**config.mk**
```make
export PLATFORM = sky130hd
export DESIGN_NAME = adc_seq_ctrl
export DESIGN_NICKNAME = d
export VERILOG_FILES = /design/src/rtl/adc_seq_pkg.sv /design/src/rtl/adc_prescaler.sv /design/src/rtl/adc_trig_sync.sv /design/src/rtl/adc_sar_core.sv /design/src/rtl/adc_seq_ctrl.sv
export SDC_FILE = /design/constraint.sdc
export NUM_CORES = 1
export LEC_CHECK = 0
export ABC_AREA = 1
export BUFFER_PORTS_ARGS = -buffer_cell sky130_fd_sc_hd__buf_2
export CAP_MARGIN = 40
export CORE_MARGIN = 2
export CORE_UTILIZATION = 30
export DETAILED_ROUTE_END_ITERATION = 12
export GPL_TIMING_DRIVEN = 0
export PLACE_DENSITY_LB_ADDON = 0.1
export SLEW_MARGIN = 20
export SYNTH_ARGS = -nofsm -noshare
export SYNTH_HDL_FRONTEND = slang
export SYNTH_SLANG_ARGS = --single-unit
export TNS_END_PERCENT = 5
```
**constraint.sdc**
```tcl
create_clock -name clk -period 2.9 [get_ports clk]
set_input_delay 0.435 -clock clk [delete_from_list [all_inputs] [get_ports clk]]
set_output_delay 0.435 -clock clk [all_outputs]
set_load 0.02 [all_outputs]
```
**src/rtl/adc_seq_pkg.sv**
```systemverilog
package adc_seq_pkg;
  localparam int RES_W    = 10;
  localparam int BYTE_W   = 8;
  localparam int EXT_W    = BYTE_W - (RES_W - BYTE_W);
  localparam int SEL_W    = 3;
  localparam int MAX_DIV  = 1 << ((1 << SEL_W) - 1);
  localparam int PRE_W    = $clog2(MAX_DIV);
  localparam int SH_CYC   = 2;
  localparam int CONV_CYC = SH_CYC + RES_W + 1;
  localparam int PH_W     = $clog2(CONV_CYC + 1);

  typedef logic [RES_W-1:0] code_t;

  // terminal count of the divider for a given select (D - 1)
  function automatic logic [PRE_W-1:0] lim_of(logic [SEL_W-1:0] sel);
    if (sel == '0) return PRE_W'(1);
    return PRE_W'((1 << sel) - 1);
  endfunction

  // one search decision: keep or drop the bit under test
  function automatic code_t sar_decide(code_t trial, code_t mask, logic keep);
    return keep ? trial : (trial & ~mask);
  endfunction

  function automatic logic [BYTE_W-1:0] hi_byte(code_t c, logic diff);
    return {{EXT_W{diff & c[RES_W-1]}}, c[RES_W-1:BYTE_W]};
  endfunction

  function automatic logic [BYTE_W-1:0] lo_byte(code_t c);
    return c[BYTE_W-1:0];
  endfunction
endpackage

```
**src/rtl/adc_prescaler.sv**
```systemverilog
module adc_prescaler
  import adc_seq_pkg::*;
(
  input  logic             clk,
  input  logic             rst_n,
  input  logic             en,
  input  logic [SEL_W-1:0] sel,
  input  logic             sync_clr,
  output logic             tick
);
  logic [PRE_W-1:0] cnt_q;
  logic [PRE_W-1:0] lim;

  assign lim  = lim_of(sel);
  // >= keeps the period bounded when the select shrinks mid-count
  assign tick = en && (cnt_q >= lim);

  always_ff @(posedge clk or negedge rst_n) begin
    if (!rst_n)                      cnt_q <= '0;
    else if (!en || sync_clr || tick) cnt_q <= '0;
    else                             cnt_q <= cnt_q + PRE_W'(1);
  end
endmodule

```
**src/rtl/adc_trig_sync.sv**
```systemverilog
module adc_trig_sync #(
  parameter int STAGES = 3
) (
  input  logic clk,
  input  logic rst_n,
  input  logic din,
  output logic rise
);
  logic [STAGES-1:0] sr_q;

  always_ff @(posedge clk or negedge rst_n) begin
    if (!rst_n) sr_q <= '0;
    else        sr_q <= {sr_q[STAGES-2:0], din};
  end

  assign rise = sr_q[STAGES-2] & ~sr_q[STAGES-1];
endmodule

```
**src/rtl/adc_sar_core.sv**
```systemverilog
module adc_sar_core
  import adc_seq_pkg::*;
(
  input  logic  clk,
  input  logic  rst_n,
  input  logic  clr,
  input  logic  load,
  input  logic  step,
  input  logic  cmp,
  output code_t trial
);
  localparam code_t TOP_BIT = code_t'(1) << (RES_W - 1);

  code_t trial_q;
  code_t mask_q;

  always_ff @(posedge clk or negedge rst_n) begin
    if (!rst_n) begin
      trial_q <= '0;
      mask_q  <= '0;
    end else if (clr) begin
      trial_q <= '0;
      mask_q  <= '0;
    end else if (load) begin
      trial_q <= TOP_BIT;
      mask_q  <= TOP_BIT;
    end else if (step) begin
      trial_q <= sar_decide(trial_q, mask_q, cmp) | (mask_q >> 1);
      mask_q  <= mask_q >> 1;
    end
  end

  assign trial = trial_q;
endmodule

```
**src/rtl/adc_seq_ctrl.sv**
```systemverilog
module adc_seq_ctrl
  import adc_seq_pkg::*;
#(
  parameter int CH_W        = 4,
  parameter int REF_W       = 2,
  parameter int SYNC_STAGES = 3
) (
  input  logic              clk,
  input  logic              rst_n,
  input  logic              adc_en,
  input  logic [SEL_W-1:0]  pre_sel,
  input  logic              auto_en,
  input  logic              free_run,
  input  logic              trig_in,
  input  logic              start_wr,
  input  logic              flag_clr,
  input  logic [CH_W-1:0]   chan_sel,
  input  logic [REF_W-1:0]  ref_sel,
  input  logic              diff_sel,
  input  logic              cmp_in,
  output logic              adc_tick,
  output logic              sh_strobe,
  output logic [RES_W-1:0]  dac_code,
  output logic              busy,
  output logic              start_bit,
  output logic              done_flag,
  output logic [CH_W-1:0]   chan_q,
  output logic [REF_W-1:0]  ref_q,
  output logic [BYTE_W-1:0] res_hi,
  output logic [BYTE_W-1:0] res_lo
);
  localparam logic [PH_W-1:0] PH_IDLE  = '0;
  localparam logic [PH_W-1:0] PH_FIRST = PH_W'(1);
  localparam logic [PH_W-1:0] PH_SH    = PH_W'(SH_CYC);
  localparam logic [PH_W-1:0] PH_DONE  = PH_W'(CONV_CYC);

  logic [PH_W-1:0] phase_q;
  logic            start_q;
  logic            flag_q;
  logic            diff_q;
  logic            rdiff_q;
  code_t           res_q;
  code_t           trial;

  // named internal events
  logic tick;
  logic trig_rise;
  logic freerun_mode;
  logic idle;
  logic trig_take;
  logic sw_begin;
  logic conv_begin;
  logic conv_done;
  logic sh_evt;
  logic sar_step;
  logic pre_clear;

  adc_prescaler u_pre (
    .clk(clk), .rst_n(rst_n), .en(adc_en), .sel(pre_sel),
    .sync_clr(pre_clear), .tick(tick)
  );

  adc_trig_sync #(.STAGES(SYNC_STAGES)) u_sync (
    .clk(clk), .rst_n(rst_n), .din(trig_in), .rise(trig_rise)
  );

  adc_sar_core u_sar (
    .clk(clk), .rst_n(rst_n), .clr(!adc_en), .load(sh_evt),
    .step(sar_step), .cmp(cmp_in), .trial(trial)
  );

  assign freerun_mode = auto_en && free_run;
  assign idle         = (phase_q == PH_IDLE);
  assign trig_take    = adc_en && auto_en && !free_run && trig_rise && idle;
  assign pre_clear    = trig_take;
  assign sw_begin     = tick && start_q && idle && !trig_take;
  assign conv_done    = tick && (phase_q == PH_DONE);
  assign conv_begin   = trig_take || sw_begin || (conv_done && freerun_mode);
  assign sh_evt       = tick && (phase_q == PH_SH);
  assign sar_step     = tick && (phase_q > PH_SH) && (phase_q < PH_DONE);

  always_ff @(posedge clk or negedge rst_n) begin
    if (!rst_n)                    phase_q <= PH_IDLE;
    else if (!adc_en)              phase_q <= PH_IDLE;
    else if (conv_begin)           phase_q <= PH_FIRST;
    else if (conv_done)            phase_q <= PH_IDLE;
    else if (tick && !idle)        phase_q <= phase_q + PH_W'(1);
  end

  always_ff @(posedge clk or negedge rst_n) begin
    if (!rst_n)                              start_q <= 1'b0;
    else if (!adc_en)                        start_q <= 1'b0;
    else if (start_wr || trig_take)          start_q <= 1'b1;
    else if (conv_done && !freerun_mode)     start_q <= 1'b0;
  end

  always_ff @(posedge clk or negedge rst_n) begin
    if (!rst_n) begin
      chan_q <= '0;
      ref_q  <= '0;
      diff_q <= 1'b0;
    end else if (conv_begin) begin
      chan_q <= chan_sel;
      ref_q  <= ref_sel;
      diff_q <= diff_sel;
    end
  end

  always_ff @(posedge clk or negedge rst_n) begin
    if (!rst_n) begin
      res_q   <= '0;
      rdiff_q <= 1'b0;
    end else if (conv_done) begin
      res_q   <= trial;
      rdiff_q <= diff_q;
    end
  end

  always_ff @(posedge clk or negedge rst_n) begin
    if (!rst_n)         flag_q <= 1'b0;
    else if (conv_done) flag_q <= 1'b1;
    else if (flag_clr)  flag_q <= 1'b0;
  end

  assign adc_tick  = tick;
  assign sh_strobe = sh_evt;
  assign dac_code  = trial;
  assign busy      = !idle;
  assign start_bit = start_q;
  assign done_flag = flag_q;
  assign res_hi    = hi_byte(res_q, rdiff_q);
  assign res_lo    = lo_byte(res_q);
endmodule

```
* Word-level counts from Yosys, hierarchy flattened
Cells that the tools add are included.
Operators by class: reduce and logical (&&, ||, !) cells 29, $add $sub $neg 3, mux-type cells 20, shift-type cells 1, magnitude comparators 3, bitwise gates (word level) 6, equal/unequal tests 5
Operators with widths (number):
- $mux 10 | 7
- $mux 7 | 3
- $logic_and 1x1->1 | 16
- $mux 4 | 4
- $and 10x10->10 | 1
- $not 10->10 | 1
- $or 10x9->10 | 1
- $add 7x1->7 const B | 1
- $ge 7x7->1 | 1
- $shl 1x3->7 const A | 1
- $sub 7x2->7 const B | 1
- $mux 1 | 6
- $ne 3x1->1 const B | 2
- $logic_not 1->1 | 5
- $logic_or 1x1->1 | 5
- $add 4x1->4 const B | 1
- $eq 4x2->1 const B | 1
- $eq 4x4->1 const B | 1
- $gt 4x2->1 const B | 1
- $logic_not 4->1 | 1
- $lt 4x4->1 const B | 1
- $ne 4x1->1 const B | 1
- $logic_not 3->1 | 1
- $and 1x1->1 | 2
- other kinds (2) | 2
Storage, ports and cells: output and inout bits 37, word-level logic and storage cells 79, bits of input ports 19, register bits 54

* Logic depth before layout (Yosys ltp)
Gate-level depths: netlist of run 1.
word-level depth 12, depth in mapped cells 14, depth with buffers taken out 14

* By module
Synthesis of run 1 repeated with hierarchy kept, for this count alone.
Unflattened totals: cell total of the unflattened synthesis 324, area total of the unflattened synthesis 2692.6 um^2
By module, submodules not included:
- adc_seq_ctrl | cells each 157, seq. area each 600.6 um^2, instances 1, area each 1248.7 um^2
- adc_sar_core | cells each 91, seq. area each 500.5 um^2, instances 1, area each 829.5 um^2
- adc_prescaler | cells each 71, seq. area each 175.2 um^2, instances 1, area each 529.3 um^2
- adc_trig_sync | cells each 5, seq. area each 75.1 um^2, instances 1, area each 85.1 um^2

* Least setup slack after synthesis of run 1
Ideal clock, no wire load.
path kind in2out, from input port pre_sel[0], to output port sh_strobe, required time 2.465 ns, slack 0.412 ns, arrival 2.053 ns, cell stages on the path 13, path buffers 1, cells stage by stage or2_2 -> nand2_1 -> o21bai_1 -> ha_1 -> nand2_1 -> inv_1 -> a21oi_2 -> nand2_4 -> nand2_4 -> inv_1 -> nand2_2 -> buf_6 -> inv_1
Between the ends: cells in the longest elaborated chain, start to end 6, elaborated cells on any way between the ends 8, those cells by class add/sub (1); order compare (1); shift (1); mux (2); reduce/logical (3)
Ends and longest elaborated chain:
- start, declared | RTL line adc_seq_ctrl.sv:11 | input logic [SEL_W-1:0] pre_sel,
- $shl 1x3->7 or $logic_not 3->1 (tied branches) | RTL line adc_seq_pkg.sv:17, adc_seq_pkg.sv:16
- $sub 7x2->7 or $mux 1 (tied branches) | RTL line adc_seq_pkg.sv:17, adc_seq_pkg.sv:16
- $mux 7 * | RTL line adc_seq_pkg.sv:17 | return PRE_W'((1 << sel) - 1);
- $ge 7x7->1 * | RTL line adc_prescaler.sv:16 | assign tick = en && (cnt_q >= lim);
- $logic_and 1x1->1 * | RTL line adc_prescaler.sv:16
- named net adc_tick | RTL line adc_seq_ctrl.sv:21 | output logic adc_tick,
- $logic_and 1x1->1 * | RTL line adc_seq_ctrl.sv:79 | assign sh_evt = tick && (phase_q == PH_SH);
- end, declared | RTL line adc_seq_ctrl.sv:22 | output logic sh_strobe,
The timed path passes the listed nets; every way through them passes the cells marked *.

* Final worst setup path of run 1
from input port pre_sel[0], to output port sh_strobe
Between the ends: cells in the longest elaborated chain, start to end 6, elaborated cells on any way between the ends 8, those cells by class add/sub (1); order compare (1); shift (1); mux (2); reduce/logical (3)
Ends and longest elaborated chain (RTL line):
- $shl 1x3->7 or $logic_not 3->1 (tied branches) | adc_seq_pkg.sv:17, adc_seq_pkg.sv:16
- $sub 7x2->7 or $mux 1 (tied branches) | adc_seq_pkg.sv:17, adc_seq_pkg.sv:16
- $mux 7 * | adc_seq_pkg.sv:17
- $ge 7x7->1 * | adc_prescaler.sv:16
- $logic_and 1x1->1 * | adc_prescaler.sv:16
- $logic_and 1x1->1 * | adc_seq_ctrl.sv:79
Every way passes the cells marked *; elsewhere a longest branch is shown, timed or not.

==> impl_metrics.xml, run 1 <==
<?xml version="1.0" encoding="UTF-8"?>
<metrics>
  <group name="status">
    <metric name="run_status" unit="">complete, no violations</metric>
  </group>
  <group name="floorplan">
    <metric name="initial_utilization" unit="%">30.8</metric>
    <metric name="floorplan.io_pins" unit="">56</metric>
    <metric name="die_w" unit="um">101</metric>
    <metric name="floorplan.die_area" unit="um2">10300</metric>
    <metric name="fp.dieH" unit="um">101</metric>
    <metric name="floorplan.rows" unit="">35</metric>
    <metric name="floorplan.core_area" unit="um2">9240</metric>
  </group>
  <group name="timing">
    <metric name="max_clock_freq" unit="MHz">369</metric>
    <metric name="timing.final.crit_period" unit="ns">2.71</metric>
    <metric name="worst_pin_slew" unit="ns">0.704</metric>
    <metric name="worst_slack" unit="ns">0.189</metric>
    <metric name="final_sum_of_negative_setup_slack" unit="ns">0</metric>
    <metric name="period_share" unit="%">93.5</metric>
    <metric name="rsz_0062_raised_after_global_routing" unit="">false</metric>
    <metric name="report.final.hold_viol_count" unit="">0</metric>
    <metric name="final-max-slew-violation-count" unit="">0</metric>
    <metric name="slew_headroom" unit="%">53.1</metric>
    <metric name="worst_hold_slack" unit="ns">0.160</metric>
    <metric name="setup_viol_count_final" unit="">0</metric>
    <metric name="clock_skew" unit="ns">0.00789</metric>
  </group>
  <group name="global_route">
    <metric name="grt_first_pass_wirelength" unit="um">10300</metric>
    <metric name="track_usage" unit="%">12.6</metric>
    <metric name="grt_pass1_vias" unit="">2082</metric>
    <metric name="grt_antenna_before_repair" unit="">0</metric>
    <metric name="maximum_number_of_pins_on_one_net_before_global_route_repair" unit="">55</metric>
    <metric name="grt_total_ovfl" unit="">0</metric>
  </group>
  <group name="critical_path">
    <metric name="crit_cells" unit="">15</metric>
    <metric name="critPathBufInv" unit="">6</metric>
    <metric name="crit_path_class" unit="">in2out</metric>
    <metric name="worst_path_dominant_cell_family" unit="">simple AND/OR/NAND/NOR gates</metric>
    <metric name="worst_path_max_delay_cell" unit="">sky130_fd_sc_hd__or2_2</metric>
    <metric name="worst-endpoint-arrival" unit="ns">2.28</metric>
    <metric name="critical_path_fanout_max" unit="">10</metric>
    <metric name="sort_of_element_at_the_start_of_the_critical_path" unit="">input pin</metric>
    <metric name="worst_path_largest_cell_delay" unit="ns">0.29</metric>
    <metric name="critical_path_cell_by_cell" unit="">buf_2 -&gt; or2_2 -&gt; nand2_1 -&gt; o21bai_1 -&gt; ha_1 -&gt; nand2_1 -&gt; inv_1 -&gt; a21oi_2 -&gt; nand2_4 -&gt; nand2_4 -&gt; inv_1 -&gt; nand2_2 -&gt; buf_6 -&gt; inv_1 -&gt; buf_2</metric>
    <metric name="worst-endpoint-required" unit="ns">2.47</metric>
    <metric name="setup.worst_path.end_class" unit="">output pin</metric>
    <metric name="number_of_cells_on_the_worst_reg_to_reg_path" unit="">11</metric>
    <metric name="cpMostUsedCell" unit="">sky130_fd_sc_hd__inv_1</metric>
  </group>
  <group name="placed_design">
    <metric name="io_buffers" unit="">53</metric>
    <metric name="post-dp-hpwl" unit="um">4510</metric>
    <metric name="place.gp.congestion" unit="">0.745</metric>
    <metric name="pre_cts_slack" unit="ns">0.104</metric>
    <metric name="placed_cells" unit="">507</metric>
  </group>
  <group name="route">
    <metric name="drt_drc_violations_left" unit="">0</metric>
    <metric name="first_iter_violations" unit="">40</metric>
    <metric name="wl_per_cell" unit="um">11.8</metric>
    <metric name="drtPass1Iterations" unit="">4</metric>
    <metric name="routed_wirelength" unit="um">6120</metric>
    <metric name="drtAntennaViolNets" unit="">0</metric>
    <metric name="num_vias" unit="">2221</metric>
    <metric name="routed_via_density" unit="">4.27</metric>
  </group>
  <group name="logic_synthesis">
    <metric name="cell_area_synth" unit="um2">2850</metric>
    <metric name="synth_warnings" unit="">0</metric>
    <metric name="synthTopCellsByArea" unit="">sky130_fd_sc_hd__dfrtp_1, sky130_fd_sc_hd__nand2_1, sky130_fd_sc_hd__inv_1</metric>
    <metric name="netlist_instances" unit="">325</metric>
    <metric name="mappedNetlistNets" unit="">356</metric>
    <metric name="synth.ff_latch_count" unit="">54</metric>
    <metric name="netlist.top_cell.by_area" unit="">sky130_fd_sc_hd__dfrtp_1</metric>
    <metric name="synth.lib_cells_used.distinct" unit="">34</metric>
    <metric name="syn_avg_cell_area" unit="um2">8.77</metric>
    <metric name="synth.top_cell.area_share" unit="%">47.4</metric>
    <metric name="synth.yosys.seq_area_share" unit="%">47.4</metric>
  </group>
  <group name="layout">
    <metric name="num-nets-final" unit="">421</metric>
    <metric name="final_util" unit="%">36.9</metric>
    <metric name="post_route_cells_drive_above_1_share" unit="%">28.4</metric>
    <metric name="finish.cell_count_without_fillers" unit="">520</metric>
    <metric name="n_fill_cell" unit="">970</metric>
    <metric name="syn_to_final_growth" unit="%">19.8</metric>
    <metric name="antenna_cells_inserted" unit="">0</metric>
  </group>
  <group name="pwr">
    <metric name="pwrdens" unit="nW/um2">420</metric>
    <metric name="peakVddDrop" unit="uV">189</metric>
    <metric name="leakagePower" unit="nW">1.87</metric>
  </group>
  <group name="job">
    <metric name="maxCapViolations" unit="">0</metric>
  </group>
  <group name="clock_network">
    <metric name="cts.clk_slew.worst_paths" unit="ns">0.10</metric>
    <metric name="ctsHtreeMaxLevel" unit="">2</metric>
    <metric name="cts_tree" unit="">built</metric>
    <metric name="post_cts_resize_count" unit="">0</metric>
    <metric name="insertion_delay" unit="ns">0.31</metric>
    <metric name="clk_path_buf_depth" unit="">2</metric>
    <metric name="cts_made_buffers" unit="">5</metric>
    <metric name="numClockSinks" unit="">54</metric>
    <metric name="cts_root_buf" unit="">sky130_fd_sc_hd__clkbuf_8</metric>
  </group>
  <group name="min_path">
    <metric name="class_of_the_tightest_hold_or_removal_check" unit="">in2async</metric>
  </group>
</metrics>
layout by cell type (no fill, tap or decap), types with 4 or more instances in the layout:
master | netlist | layout
sky130_fd_sc_hd__nand2_2 | 6 | 6
sky130_fd_sc_hd__dfrtp_1 | 54 | 54
sky130_fd_sc_hd__nor2_1 | 20 | 20
sky130_fd_sc_hd__buf_6 | 5 | 5
sky130_fd_sc_hd__o21ai_2 | 11 | 11
sky130_fd_sc_hd__o21ai_0 | 13 | 13
sky130_fd_sc_hd__clkbuf_8 | 0 | 5
sky130_fd_sc_hd__inv_1 | 48 | 48
sky130_fd_sc_hd__nand4_1 | 10 | 10
sky130_fd_sc_hd__o22ai_1 | 9 | 9
sky130_fd_sc_hd__ha_1 | 12 | 12
sky130_fd_sc_hd__buf_4 | 7 | 13
sky130_fd_sc_hd__nand2_1 | 78 | 78
sky130_fd_sc_hd__xor2_1 | 4 | 4
sky130_fd_sc_hd__buf_2 | 1 | 53
sky130_fd_sc_hd__nand3_1 | 19 | 19
cell usage after synthesis:
master	count
sky130_fd_sc_hd__ha_1	12
sky130_fd_sc_hd__nand3_1	19
sky130_fd_sc_hd__nor2_1	20
sky130_fd_sc_hd__and3_1	1
sky130_fd_sc_hd__nand4_4	1
sky130_fd_sc_hd__nor3_1	1
sky130_fd_sc_hd__o211ai_1	1
sky130_fd_sc_hd__nand3b_1	1
sky130_fd_sc_hd__buf_2	1
sky130_fd_sc_hd__a21oi_2	2
sky130_fd_sc_hd__o21ai_2	11
sky130_fd_sc_hd__nor3b_1	2
sky130_fd_sc_hd__buf_6	5
sky130_fd_sc_hd__or2_2	1
sky130_fd_sc_hd__o22ai_1	9
sky130_fd_sc_hd__dfrtp_1	54
sky130_fd_sc_hd__a21oi_1	3
sky130_fd_sc_hd__o21ai_1	2
sky130_fd_sc_hd__nand2_2	6
sky130_fd_sc_hd__nor2_2	1
sky130_fd_sc_hd__o21ai_0	13
sky130_fd_sc_hd__nand3_2	3
sky130_fd_sc_hd__inv_1	48
sky130_fd_sc_hd__nand3_4	1
sky130_fd_sc_hd__xor2_1	4
sky130_fd_sc_hd__nor4_2	1
sky130_fd_sc_hd__inv_2	1
sky130_fd_sc_hd__o21bai_1	1
sky130_fd_sc_hd__nand4_1	10
sky130_fd_sc_hd__nand2_4	2
sky130_fd_sc_hd__clkbuf_1	1
sky130_fd_sc_hd__nor2_4	2
sky130_fd_sc_hd__buf_4	7
sky130_fd_sc_hd__nand2_1	78
registers in the layout, indices dropped and copies added, names as in the netlist:
| name | cells |
|---|---|
| res_q | 10 |
| start_bit | 1 |
| diff_q | 1 |
| u_pre.cnt_q | 7 |
| u_sync.sr_q | 3 |
| u_sar.mask_q | 10 |
| rdiff_q | 1 |
| phase_q | 4 |
| done_flag | 1 |
| chan_q | 4 |
| ref_q | 2 |
| u_sar.trial | 10 |
layer usage:
layer / track usage [%] / routed length (um)
met1: 17.2 / 3030
met2: 20.0 / 2730
met3: 2.90 / 288
met4: 3.43 / 73
met5: 0 / 0
final timing paths:
check	start	endpoint	slack, ns
hold / removal	rst_n	chan_q[1]	0.16
setup / recovery	pre_sel[0]	sh_strobe	0.19
min in group clk	trig_in	u_sync.sr_q[0]	0.22
setup reg to reg	u_pre.cnt_q[6]	phase_q[2]	0.94
max in group asynchronous	rst_n	u_sar.mask_q[3]	2.28
hold reg to reg	u_sync.sr_q[0]	u_sync.sr_q[1]	0.36
timing repair:
item,CTS,global route
setup buffers,0,5
setup endpoints to repair,0,1
hold buffers,0,0
cell type report:
class	count	area, um2	share of cell area, %
flip-flops and latches	54	1350	39.6
multi-input cells	208	1200	35.0
repair buffers	58	305	8.94
inverters	49	184	5.39
well taps	129	161	4.73
plain buffers	14	118	3.45
clock buffers	5	68.8	2.02
clock inverters	3	28.8	0.843
stage by stage:
stage	area (um2)	total power, W
5_1_grt	3410	0.00153
3_5_place_dp	3280	0.000992
4_1_cts	3380	0.00147
6_report	3410	0.00143
3_3_place_gp	3280	0.000989
2_1_floorplan	2850	0.000919
cell families after synthesis:
family / share of synthesized area [%]
buffers and inverters: 10.6
AO/OA/AOI/OAI: 9.66
flip-flops: 47.4
adder cells (fa/ha/maj): 5.27
XOR/XNOR: 1.23
AND/OR/NAND/NOR: 25.8
where the power goes:
part | total (W) | internal [W] | switching, W | leakage, nW
logic | 0.000171 | 0.0000568 | 0.000115 | 1.08
registers | 0.000804 | 0.000787 | 0.0000171 | 0.734
clock network | 0.000457 | 0.000181 | 0.000276 | 0.0506
total | 0.00143 | 0.00102 | 0.000407 | 1.87
Power figures use the tool's default switching activity.
==> run 2, diff against run 1 <==
CORE_ASPECT_RATIO = 1.1   (was not set)
==> run 2 against run 1 <==
Flip-flop and latch count did not move. Core utilization fell by 0.62 points. Global-route usage rose by 0.23 points. First-iteration DRC count rose by 140%. Routed wire length rose by 3.1%. Clock skew rose by 0.0023 ns. Via count rose by 0.54%. Register-to-register slack improved by 0.03 ns. Hold slack improved by 0.00061 ns. Worst setup slack got worse by 0.026 ns. Final cell count fell by 2.5%.
==> impl_metrics.xml, run 2 (synthesis results as in run 1) <==
<?xml version="1.0" encoding="UTF-8"?>
<metrics>
  <group name="timing">
    <metric name="timing.final.crit_period" unit="ns">2.74</metric>
    <metric name="report.final.hold_viol_count" unit="">0</metric>
    <metric name="setup_viol_count_final" unit="">0</metric>
    <metric name="worst_pin_slew" unit="ns">0.703</metric>
    <metric name="max_clock_freq" unit="MHz">365</metric>
    <metric name="final_sum_of_negative_setup_slack" unit="ns">0</metric>
    <metric name="worst_hold_slack" unit="ns">0.161</metric>
    <metric name="final-max-slew-violation-count" unit="">0</metric>
    <metric name="slew_headroom" unit="%">53.2</metric>
    <metric name="period_share" unit="%">94.4</metric>
    <metric name="clock_skew" unit="ns">0.0101</metric>
    <metric name="rsz_0062_raised_after_global_routing" unit="">false</metric>
  </group>
  <group name="critical_path">
    <metric name="critical_path_cell_by_cell" unit="">buf_2 -&gt; or2_2 -&gt; nand2_1 -&gt; o21bai_1 -&gt; ha_1 -&gt; nand2_1 -&gt; inv_1 -&gt; a21oi_2 -&gt; nand2_4 -&gt; nand2_4 -&gt; inv_1 -&gt; nand2_2 -&gt; buf_6 -&gt; inv_1 -&gt; buf_2</metric>
    <metric name="regToRegSetupSlack" unit="ns">0.97</metric>
    <metric name="worst-endpoint-required" unit="ns">2.47</metric>
    <metric name="critical_path_fanout_max" unit="">10</metric>
    <metric name="worst_path_largest_cell_delay" unit="ns">0.28</metric>
    <metric name="worst-endpoint-arrival" unit="ns">2.30</metric>
    <metric name="setup.worst_path.end_class" unit="">output pin</metric>
    <metric name="crit_path_class" unit="">in2out</metric>
    <metric name="worst_path_max_delay_cell" unit="">sky130_fd_sc_hd__or2_2</metric>
    <metric name="cpMostUsedCell" unit="">sky130_fd_sc_hd__inv_1</metric>
    <metric name="sort_of_element_at_the_start_of_the_critical_path" unit="">input pin</metric>
  </group>
  <group name="global_route">
    <metric name="maximum_number_of_pins_on_one_net_before_global_route_repair" unit="">55</metric>
    <metric name="grt_antenna_before_repair" unit="">0</metric>
    <metric name="track_usage" unit="%">12.8</metric>
    <metric name="grt_pass1_vias" unit="">2207</metric>
    <metric name="grt_total_ovfl" unit="">0</metric>
    <metric name="grt_first_pass_wirelength" unit="um">10700</metric>
  </group>
  <group name="route">
    <metric name="routed_wirelength" unit="um">6320</metric>
    <metric name="routed_via_density" unit="">4.40</metric>
    <metric name="num_vias" unit="">2233</metric>
    <metric name="wl_per_cell" unit="um">12.5</metric>
    <metric name="drtPass1Iterations" unit="">4</metric>
    <metric name="first_iter_violations" unit="">96</metric>
    <metric name="drtAntennaViolNets" unit="">0</metric>
    <metric name="drt_drc_violations_left" unit="">0</metric>
  </group>
  <group name="placed_design">
    <metric name="place.gp.congestion" unit="">0.748</metric>
    <metric name="post-dp-hpwl" unit="um">4620</metric>
    <metric name="io_buffers" unit="">53</metric>
    <metric name="postPlaceCellArea" unit="um2">3260</metric>
  </group>
  <group name="layout">
    <metric name="syn_to_final_growth" unit="%">18.6</metric>
    <metric name="stdcell_area" unit="um2">3380</metric>
    <metric name="layout_commonest_cell" unit="">sky130_fd_sc_hd__nand2_1</metric>
    <metric name="final_util" unit="%">36.3</metric>
    <metric name="most-common-layout-cells" unit="">sky130_fd_sc_hd__nand2_1, sky130_fd_sc_hd__dfrtp_1, sky130_fd_sc_hd__buf_2, sky130_fd_sc_hd__inv_1, sky130_fd_sc_hd__nor2_1</metric>
    <metric name="n_fill_cell" unit="">980</metric>
    <metric name="post_route_cells_drive_above_1_share" unit="%">27.9</metric>
    <metric name="num-nets-final" unit="">420</metric>
    <metric name="antenna_cells_inserted" unit="">0</metric>
    <metric name="multiInputGateArea" unit="um2">1200</metric>
    <metric name="final-seq-area" unit="um2">1350</metric>
  </group>
  <group name="floorplan">
    <metric name="floorplan.die_area" unit="um2">10300</metric>
    <metric name="floorplan.rows" unit="">37</metric>
    <metric name="die_w" unit="um">96.9</metric>
    <metric name="floorplan.core_area" unit="um2">9310</metric>
    <metric name="fp.dieH" unit="um">106</metric>
    <metric name="initial_utilization" unit="%">30.6</metric>
    <metric name="floorplan.io_pins" unit="">56</metric>
  </group>
  <group name="min_path">
    <metric name="class_of_the_tightest_hold_or_removal_check" unit="">in2async</metric>
  </group>
  <group name="clock_network">
    <metric name="numClockSinks" unit="">54</metric>
    <metric name="post_cts_hold_buffer_count" unit="">0</metric>
    <metric name="clk_path_buf_depth" unit="">2</metric>
    <metric name="cts_tree" unit="">built</metric>
    <metric name="insertion_delay" unit="ns">0.31</metric>
    <metric name="cts_made_buffers" unit="">5</metric>
    <metric name="ctsHtreeMaxLevel" unit="">2</metric>
    <metric name="cts_root_buf" unit="">sky130_fd_sc_hd__clkbuf_8</metric>
    <metric name="post_cts_resize_count" unit="">0</metric>
    <metric name="cts.clk_slew.worst_paths" unit="ns">0.09</metric>
  </group>
  <group name="pwr">
    <metric name="leakagePower" unit="nW">1.86</metric>
    <metric name="peakVddDrop" unit="uV">220</metric>
    <metric name="pwrdens" unit="nW/um2">414</metric>
    <metric name="design_power_total" unit="W">0.00140</metric>
  </group>
  <group name="job">
    <metric name="maxCapViolations" unit="">0</metric>
  </group>
  <group name="status">
    <metric name="run_status" unit="">complete, no violations</metric>
  </group>
</metrics>
## run 2: cell types whose count changed in the layout (fill, tap and decap cells not counted), sizes merged
cell	before	now
inv	51	49
clkinv	1	2
buf	71	70
clkbuf	6	7
## run 2: path summary, 6_finish.rpt
| check | from | to | depth (start not counted) |
|---|---|---|---|
| max in group asynchronous | rst_n | phase_q[3] | 1 |
| worst max-delay path | pre_sel[0] | sh_strobe | 15 |
| worst min-delay path | rst_n | u_sync.sr_q[0] | 1 |
| min in group clk | trig_in | u_sync.sr_q[0] | 1 |
| worst max register to register | u_pre.cnt_q[5] | phase_q[2] | 11 |
| worst min register to register | u_sync.sr_q[0] | u_sync.sr_q[1] | 0 |
## run 2: stage by stage
stage	worst slack (ns)	std cells
2_1_floorplan	0.412	325
3_3_place_gp	0.0999	495
3_5_place_dp	0.0881	495
4_1_cts	0.0856	503
5_1_grt	0.0242	507
6_report	0.163	507
## run 2: critical path: cells and delay by family
kind                     cells  cell delay (ns)
AO/OA/AOI/OAI                2             0.29
buffers and inverters        6             0.59
AND/OR/NAND/NOR              6             0.74
adder cells (fa/ha/maj)      1             0.25
## run 2: area by class of cell
| type | count | share of cell area (%) |
|---|---|---|
| sequential | 54 | 40.0 |
| clock inverter | 2 | 0.407 |
| tap | 117 | 4.33 |
| buffer | 14 | 3.48 |
| clock buffer | 6 | 2.15 |
| multi-input combinational | 208 | 35.4 |
| inverter | 49 | 5.44 |
| timing repair buffer | 57 | 8.81 |
## run 2: routing by layer
metal	vias up	wire length, um	global-route usage, %
met3	5	202	2.24
met5	-	0	0
met1	1019	3120	16.8
met4	0	89	4.83
li1	1168	-	-
met2	41	2910	21.2
## run 2: timing repair
item,4_1_cts,5_1_grt
endpoints found under the setup margin,0,1
setup buffers,0,4
endpoints found under the hold margin,0,0
## run 2: power breakdown
group          internal (W)  switching [W]  total (W)
registers          0.000787      0.0000183   0.000805
logic             0.0000564       0.000115   0.000172
clock network      0.000171       0.000252   0.000423
